### src/rtl/xidf_pkg.sv
package xidf_pkg;
  localparam int unsigned XID_W  = 29;
  localparam int unsigned WORD_W = 32;
  localparam int unsigned EVT_W  = 3;
  localparam int unsigned OFS_W  = 6;

  typedef enum logic [2:0] {
    CFG_OFF, CFG_FIFO0, CFG_FIFO1, CFG_REJECT,
    CFG_PRIO, CFG_PRIO_F0, CFG_PRIO_F1, CFG_SPECIAL
  } cfg_e;

  typedef enum logic [1:0] {
    TY_RANGE_M, TY_DUAL, TY_CLASSIC, TY_RANGE_RAW
  } type_e;

  typedef enum logic [2:0] {
    ACT_FIFO0, ACT_FIFO1, ACT_REJECT, ACT_RXBUF,
    ACT_DBG_A, ACT_DBG_B, ACT_DBG_C, ACT_PRIO_ONLY
  } act_e;

  typedef enum logic [1:0] {S_IDLE, S_W0, S_W1, S_EVAL} st_e;
endpackage

### src/rtl/xidf_elem_match.sv
module xidf_elem_match
  import xidf_pkg::*;
(
  input  logic [XID_W-1:0]  rx_id,
  input  logic [XID_W-1:0]  gmask,
  input  logic [WORD_W-1:0] word0,
  input  logic [WORD_W-1:0] word1,
  output logic              hit
);
  cfg_e              cfg;
  type_e             ty;
  logic [XID_W-1:0]  mid, id1, id2;

  always_comb begin
    cfg = cfg_e'(word0[31:29]);
    ty  = type_e'(word1[31:30]);
    id1 = word0[XID_W-1:0];
    id2 = word1[XID_W-1:0];
    mid = rx_id & gmask;
    hit = 1'b0;
    if (cfg == CFG_SPECIAL) begin
      hit = (mid == id1);
    end else if (cfg != CFG_OFF) begin
      case (ty)
        TY_RANGE_M:   hit = (mid >= id1) && (mid <= id2);
        TY_DUAL:      hit = (mid == id1) || (mid == id2);
        TY_CLASSIC:   hit = ((mid & id2) == (id1 & id2));
        TY_RANGE_RAW: hit = (rx_id >= id1) && (rx_id <= id2);
        default:      hit = 1'b0;
      endcase
    end
  end
endmodule

### src/rtl/xidf_action_dec.sv
module xidf_action_dec
  import xidf_pkg::*;
(
  input  logic [WORD_W-1:0] word0,
  input  logic [WORD_W-1:0] word1,
  output act_e              act,
  output logic              prio,
  output logic              special,
  output logic [EVT_W-1:0]  evt_en,
  output logic [OFS_W-1:0]  ofs
);
  cfg_e cfg;

  always_comb begin
    cfg     = cfg_e'(word0[31:29]);
    prio    = 1'b0;
    special = 1'b0;
    evt_en  = word1[6 +: EVT_W];
    ofs     = word1[OFS_W-1:0];
    case (cfg)
      CFG_FIFO0:   act = ACT_FIFO0;
      CFG_FIFO1:   act = ACT_FIFO1;
      CFG_REJECT:  act = ACT_REJECT;
      CFG_PRIO:    begin act = ACT_PRIO_ONLY; prio = 1'b1; end
      CFG_PRIO_F0: begin act = ACT_FIFO0;     prio = 1'b1; end
      CFG_PRIO_F1: begin act = ACT_FIFO1;     prio = 1'b1; end
      CFG_SPECIAL: begin
        special = 1'b1;
        case (word1[10:9])
          2'b00:   act = ACT_RXBUF;
          2'b01:   act = ACT_DBG_A;
          2'b10:   act = ACT_DBG_B;
          default: act = ACT_DBG_C;
        endcase
      end
      default:     act = ACT_FIFO0;
    endcase
  end
endmodule

### src/rtl/xidf_scan.sv
module xidf_scan
  import xidf_pkg::*;
#(
  parameter int unsigned AW       = 16,
  parameter int unsigned MAX_ELEM = 64,
  localparam int unsigned IDX_W   = $clog2(MAX_ELEM),
  localparam int unsigned LEN_W   = $clog2(MAX_ELEM + 1)
) (
  input  logic              clk,
  input  logic              rst_n,
  input  logic              start_i,
  input  logic [XID_W-1:0]  rx_id_i,
  input  logic [XID_W-1:0]  gmask_i,
  input  logic [AW-1:0]     list_base_i,
  input  logic [LEN_W-1:0]  list_len_i,
  input  logic [AW-1:0]     rxbuf_base_i,
  input  logic              dflt_reject_i,
  output logic              mem_rd_o,
  output logic [AW-1:0]     mem_addr_o,
  input  logic [WORD_W-1:0] mem_rdata_i,
  output logic              busy_o,
  output logic              done_o,
  output logic              hit_o,
  output logic [IDX_W-1:0]  hit_idx_o,
  output logic [2:0]        action_o,
  output logic              prio_o,
  output logic [IDX_W-1:0]  prio_idx_o,
  output logic [AW-1:0]     buf_addr_o,
  output logic [EVT_W-1:0]  evt_o
);
  st_e               state_q, state_d;
  logic [IDX_W-1:0]  idx_q, idx_d;
  logic [WORD_W-1:0] w0_q;
  logic [XID_W-1:0]  id_q, mask_q;
  logic              fin, fin_hit, last, accept;
  logic              elem_hit, dec_prio, dec_special;
  act_e              dec_act;
  logic [EVT_W-1:0]  dec_evt, evt_gate;
  logic [OFS_W-1:0]  dec_ofs;
  logic [AW-1:0]     elem_base;
  cfg_e              rd_cfg;

  logic              hit_q, done_q, prio_q;
  logic [IDX_W-1:0]  hidx_q, pidx_q;
  logic [2:0]        act_q;
  logic [AW-1:0]     baddr_q;
  logic [EVT_W-1:0]  evt_q;

  xidf_elem_match u_match (
    .rx_id (id_q), .gmask (mask_q), .word0 (w0_q), .word1 (mem_rdata_i),
    .hit   (elem_hit)
  );

  xidf_action_dec u_dec (
    .word0 (w0_q), .word1 (mem_rdata_i), .act (dec_act), .prio (dec_prio),
    .special (dec_special), .evt_en (dec_evt), .ofs (dec_ofs)
  );

  for (genvar g = 0; g < EVT_W; g++) begin : g_evt
    assign evt_gate[g] = fin_hit & dec_special & dec_evt[g];
  end

  assign rd_cfg    = cfg_e'(mem_rdata_i[31:29]);
  assign last      = (LEN_W'(idx_q) + LEN_W'(1)) == list_len_i;
  assign accept    = (state_q == S_IDLE) && start_i;
  assign elem_base = list_base_i + (AW'(idx_q) << 1);
  assign mem_rd_o  = (state_q == S_W0) || ((state_q == S_W1) && (rd_cfg != CFG_OFF));
  assign mem_addr_o = elem_base + ((state_q == S_W1) ? AW'(1) : AW'(0));

  // next-state logic
  always_comb begin
    state_d = state_q;
    idx_d   = idx_q;
    fin     = 1'b0;
    fin_hit = 1'b0;
    case (state_q)
      S_IDLE: if (start_i) begin
        if (list_len_i == '0) fin = 1'b1;
        else begin state_d = S_W0; idx_d = '0; end
      end
      S_W0: state_d = S_W1;
      S_W1: begin
        if (rd_cfg != CFG_OFF) state_d = S_EVAL;
        else if (last) begin fin = 1'b1; state_d = S_IDLE; end
        else begin idx_d = idx_q + 1'b1; state_d = S_W0; end
      end
      S_EVAL: begin
        if (elem_hit) begin fin = 1'b1; fin_hit = 1'b1; state_d = S_IDLE; end
        else if (last) begin fin = 1'b1; state_d = S_IDLE; end
        else begin idx_d = idx_q + 1'b1; state_d = S_W0; end
      end
      default: state_d = S_IDLE;
    endcase
  end

  // registers
  always_ff @(posedge clk or negedge rst_n) begin
    if (!rst_n) begin
      state_q <= S_IDLE;
      idx_q   <= '0;
      w0_q    <= '0;
      id_q    <= '0;
      mask_q  <= '0;
      done_q  <= 1'b0;
      hit_q   <= 1'b0;
      hidx_q  <= '0;
      act_q   <= '0;
      prio_q  <= 1'b0;
      pidx_q  <= '0;
      baddr_q <= '0;
      evt_q   <= '0;
    end else begin
      state_q <= state_d;
      idx_q   <= idx_d;
      done_q  <= fin;
      prio_q  <= fin_hit & dec_prio;
      evt_q   <= evt_gate;
      if (state_q == S_W1) w0_q <= mem_rdata_i;
      if (accept) begin
        id_q   <= rx_id_i;
        mask_q <= gmask_i;
      end
      if (fin) begin
        hit_q   <= fin_hit;
        hidx_q  <= fin_hit ? idx_q : '0;
        act_q   <= fin_hit ? dec_act : (dflt_reject_i ? ACT_REJECT : ACT_FIFO0);
        baddr_q <= (fin_hit && dec_special) ? rxbuf_base_i + AW'(dec_ofs) : '0;
      end
      if (fin_hit && dec_prio) pidx_q <= idx_q;
    end
  end

  assign busy_o     = (state_q != S_IDLE);
  assign done_o     = done_q;
  assign hit_o      = hit_q;
  assign hit_idx_o  = hidx_q;
  assign action_o   = act_q;
  assign prio_o     = prio_q;
  assign prio_idx_o = pidx_q;
  assign buf_addr_o = baddr_q;
  assign evt_o      = evt_q;
endmodule

### config.mk
export PLATFORM = sky130hd
export DESIGN_NAME = xidf_scan
export DESIGN_NICKNAME = d
export VERILOG_FILES = /design/src/rtl/xidf_pkg.sv /design/src/rtl/xidf_elem_match.sv /design/src/rtl/xidf_action_dec.sv /design/src/rtl/xidf_scan.sv
export SDC_FILE = /design/constraint.sdc
export NUM_CORES = 1
export LEC_CHECK = 0
export BUFFER_PORTS_ARGS = -buffer_cell sky130_fd_sc_hd__buf_2
export CORE_UTILIZATION = 40
export CTS_CLUSTER_SIZE = 24
export DETAILED_ROUTE_END_ITERATION = 8
export SLEW_MARGIN = 20
export SYNTH_ARGS = -nofsm -noshare
export SYNTH_HDL_FRONTEND = slang
export SYNTH_SLANG_ARGS = --single-unit
### constraint.sdc
create_clock -name clk -period 11 [get_ports clk]
set_clock_uncertainty 0.2 [all_clocks]
set_input_delay 2.2 -clock clk [delete_from_list [all_inputs] [get_ports clk]]
set_output_delay 2.2 -clock clk [all_outputs]
set_load 0.01 [all_outputs]
==> run summary <==
Status - finished, final reports clean
IO Pins - 188
Clock H-tree levels - 4
Register area - 3380 um^2
WL/cell - 16.3 um
Setup bufs post-CTS - 0
Fmax - 0.148 GHz
Clock Latency Late Sink - 430 ps
Slowest cell on crit path - fa_1
Max FO, Critical Path - 4
Initial antenna violation count - 1
Reported net switching power - 0.00130 W
Drt drc - 0
Hold Vio Cnt, Final - 0
Relative slew margins - 42.2%
Crit Path Class - in2out
Final Util - 48.2%
Clock share of power - 18.3%
Share of cells above drive strength 1 - 24.4%
Crit start category - primary input
Antenna-violating nets left - 0
DR iter-0 viols - 362
Netlist Area Pre-Place - 9840 um^2
WL final - 25100 um
Yosys reg bits - 135
Clock sinks - 135
Warnings from Yosys - 0
Critical Path Max Stage Delay - 410 ps
Pins Over Slew Limit - 0
Buf/Inv on CP - 3
Reg clk slew, reported paths - 70 ps
Ant. Diodes - 0
Initial Utilization - 40.6%
Area growth, synth to finish - 18.7%
Comb power frac - 51.1%
EDFF count, synth - 0
Yosys top cell by area - dfrtp_1
Remaining global-route overflow - 0
Die area - 25200 um^2
Register area share after synthesis - 34.3%
GP Congestion - 0.878
Cts repair resizes - 0
Pwr Density - 259 nW/um^2
Syn Area/Cell - 9.70 um^2
Chip width - 159 um
Root Driver - clkbuf_16
Post-synthesis cell type count - 61
RSZ-0062 raised after global routing - no
Slew @ Worst Pin - 867 ps
DRT Pass-1 Iters - 6
Crit. End Element - primary output
Top delay family on crit path - compound AO/OA/AOI/OAI gates
Most common cell in the netlist - ha_1
Post-synth top cells - ha_1 (162), dfrtp_1 (135), nand2_1 (100)
Pin count of the biggest net entering global routing - 73
Net Count, Synth - 1311
Global-route wire length before repair - 41400 um
Num rows - 57
Buffers on Ports - 187
Nets@finish - 1498
Top FF cell, synth - dfrtp_1
Worst Path Required - 8600 ps
Area of the multi-input gates - 6050 um^2
Share of power burned in registers - 30.5%
Crit-path cells - buf_2, ha_1, inv_1, fa_1, nor2b_1, o21ai_0, a21boi_0, o21ai_0, nand2b_1, a21o_1, nand2_1, nor2_1, xor2_1, buf_2
CTS Buffer Depth - 2
Max IR drop VDD - 0.000127 V
Final setup violation count - 0
Top-area cell type share of the netlist area - 34.3%
CTS tree - done
Die H - 159 um
Post-layout min period - 6730 ps
Data arrival time of the critical path - 4330 ps
Core area - 24200 um^2
Leakage Power - 5.89 nW
Post-Synthesis Cells - 1014
Tot GR Track Use - 20.7%
Vias in the first global route - 7956
Top cells by area in the synthesized netlist - dfrtp_1 (34%), ha_1 (21%), mux2_2 (7.0%)
Filler instances - 2336
Vias per cell - 5.13
Hold Path Class - reg2reg
Asr flop ratio synth - 100%
Cell-internal power - 0.00173 W
Fin crit share - 61.2%
Switching power share of the total - 43.0%
# hold bufs at CTS - 0
TritonCTS Buffers - 17
Post-DP HPWL - 19900 um
Max-capacitance violation count - 0
Setup TNS - 0 ps
DR vias - 7891
[cell type report]
class	instances	share of cell area, %
Multi-Input combinational cell	772	51.8
Clock inverter	14	1.11
Sequential cell	135	28.9
Clock buffer	18	3.68
Inverter	84	2.70
Timing Repair Buffer	191	8.33
Tap cell	324	3.47
[stage by stage]
step / total power [W] / area [um^2] / instances / hold slack (ps) / setup WS (ps)
2_1_floorplan: 0.00200 / 9840 / 1014 / 271 / 4680
3_3_place_gp: 0.00245 / 11100 / 1506 / 255 / 4380
3_5_place_dp: 0.00249 / 11100 / 1506 / 260 / 4300
4_1_cts: 0.00306 / 11700 / 1538 / 277 / 4280
5_1_grt: 0.00332 / 11700 / 1538 / 311 / 3920
6_report: 0.00303 / 11700 / 1538 / 273 / 4270
[path summary, 6_finish.rpt]
| kind | start | to | slack, ps | depth (start not counted) |
|---|---|---|---|---|
| worst max-delay path | list_base_i[0] | mem_addr_o[10] | 4270 | 14 |
| min in group asynchronous | rst_n | buf_addr_o[12] | 1560 | 1 |
| worst min register to register | hit_o | hit_o | 270 | 2 |
| worst min-delay path | hit_o | hit_o | 270 | 2 |
| worst max register to register | id_q[27] | buf_addr_o[5] | 7040 | 10 |
| max in group asynchronous | rst_n | w0_q[23] | 7690 | 2 |
[state kept, by name (all words and copies together) (netlist names)]
signal      cells
idx_q           6
hit_idx_o       6
prio_idx_o      6
id_q           29
prio_o          1
action_o        3
buf_addr_o     16
hit_o           1
done_o          1
evt_o           3
mask_q         29
state_q         2
w0_q           32
[power by group through the flow]
| stage | logic (W) | registers, W | clock network, W |
|---|---|---|---|
| 3_3_place_gp | 0.00151 | 0.000932 | 0 |
| 6_report | 0.00155 | 0.000925 | 0.000555 |
| 4_1_cts | 0.00156 | 0.000929 | 0.000572 |
| 5_1_grt | 0.00177 | 0.000964 | 0.000589 |
| 3_5_place_dp | 0.00155 | 0.000937 | 0 |
| 2_1_floorplan | 0.00111 | 0.000890 | 0 |
[metal layers]
layer | wire length, um | GRT usage (%)
met1 | 11900 | 27.6
met2 | 11700 | 33.9
met3 | 1030 | 3.71
met4 | 493 | 6.71
met5 | 0 | 0
[kinds of logic (layout without fill, tap and decap cells)]
logic type,after synthesis,in the layout,synth area share [%]
AO/OA/AOI/OAI,191,191,12.1
XOR/XNOR,65,65,5.79
adder cells (fa/ha/maj),164,164,21.0
buffers and inverters,107,307,4.29
flip-flops,135,135,34.3
multiplexers,68,68,7.70
AND/OR/NAND/NOR,284,284,14.8
[worst min-delay path, delay by kind of cell (launching register included)]
| family | cells | cell delay, ps |
|---|---|---|
| DFF | 1 | 340 |
| and+or+nand+nor | 2 | 100 |
[cells in the final DEF, fill, tap and decap left out, drive strengths merged, types with 12 or more instances in the layout]
cell type / synthesis / final
buf: 10 / 191
ha: 162 / 162
dfrtp: 135 / 135
nand2: 100 / 100
inv: 84 / 92
o21ai: 69 / 69
mux2: 61 / 61
a21oi: 55 / 55
xor2: 36 / 36
nand3: 32 / 32
nand4: 32 / 32
and2: 30 / 30
xnor2: 29 / 29
nor2: 29 / 29
clkbuf: 13 / 18
a22o: 16 / 16
a21o: 12 / 12
(Power assumes the default switching activity.)
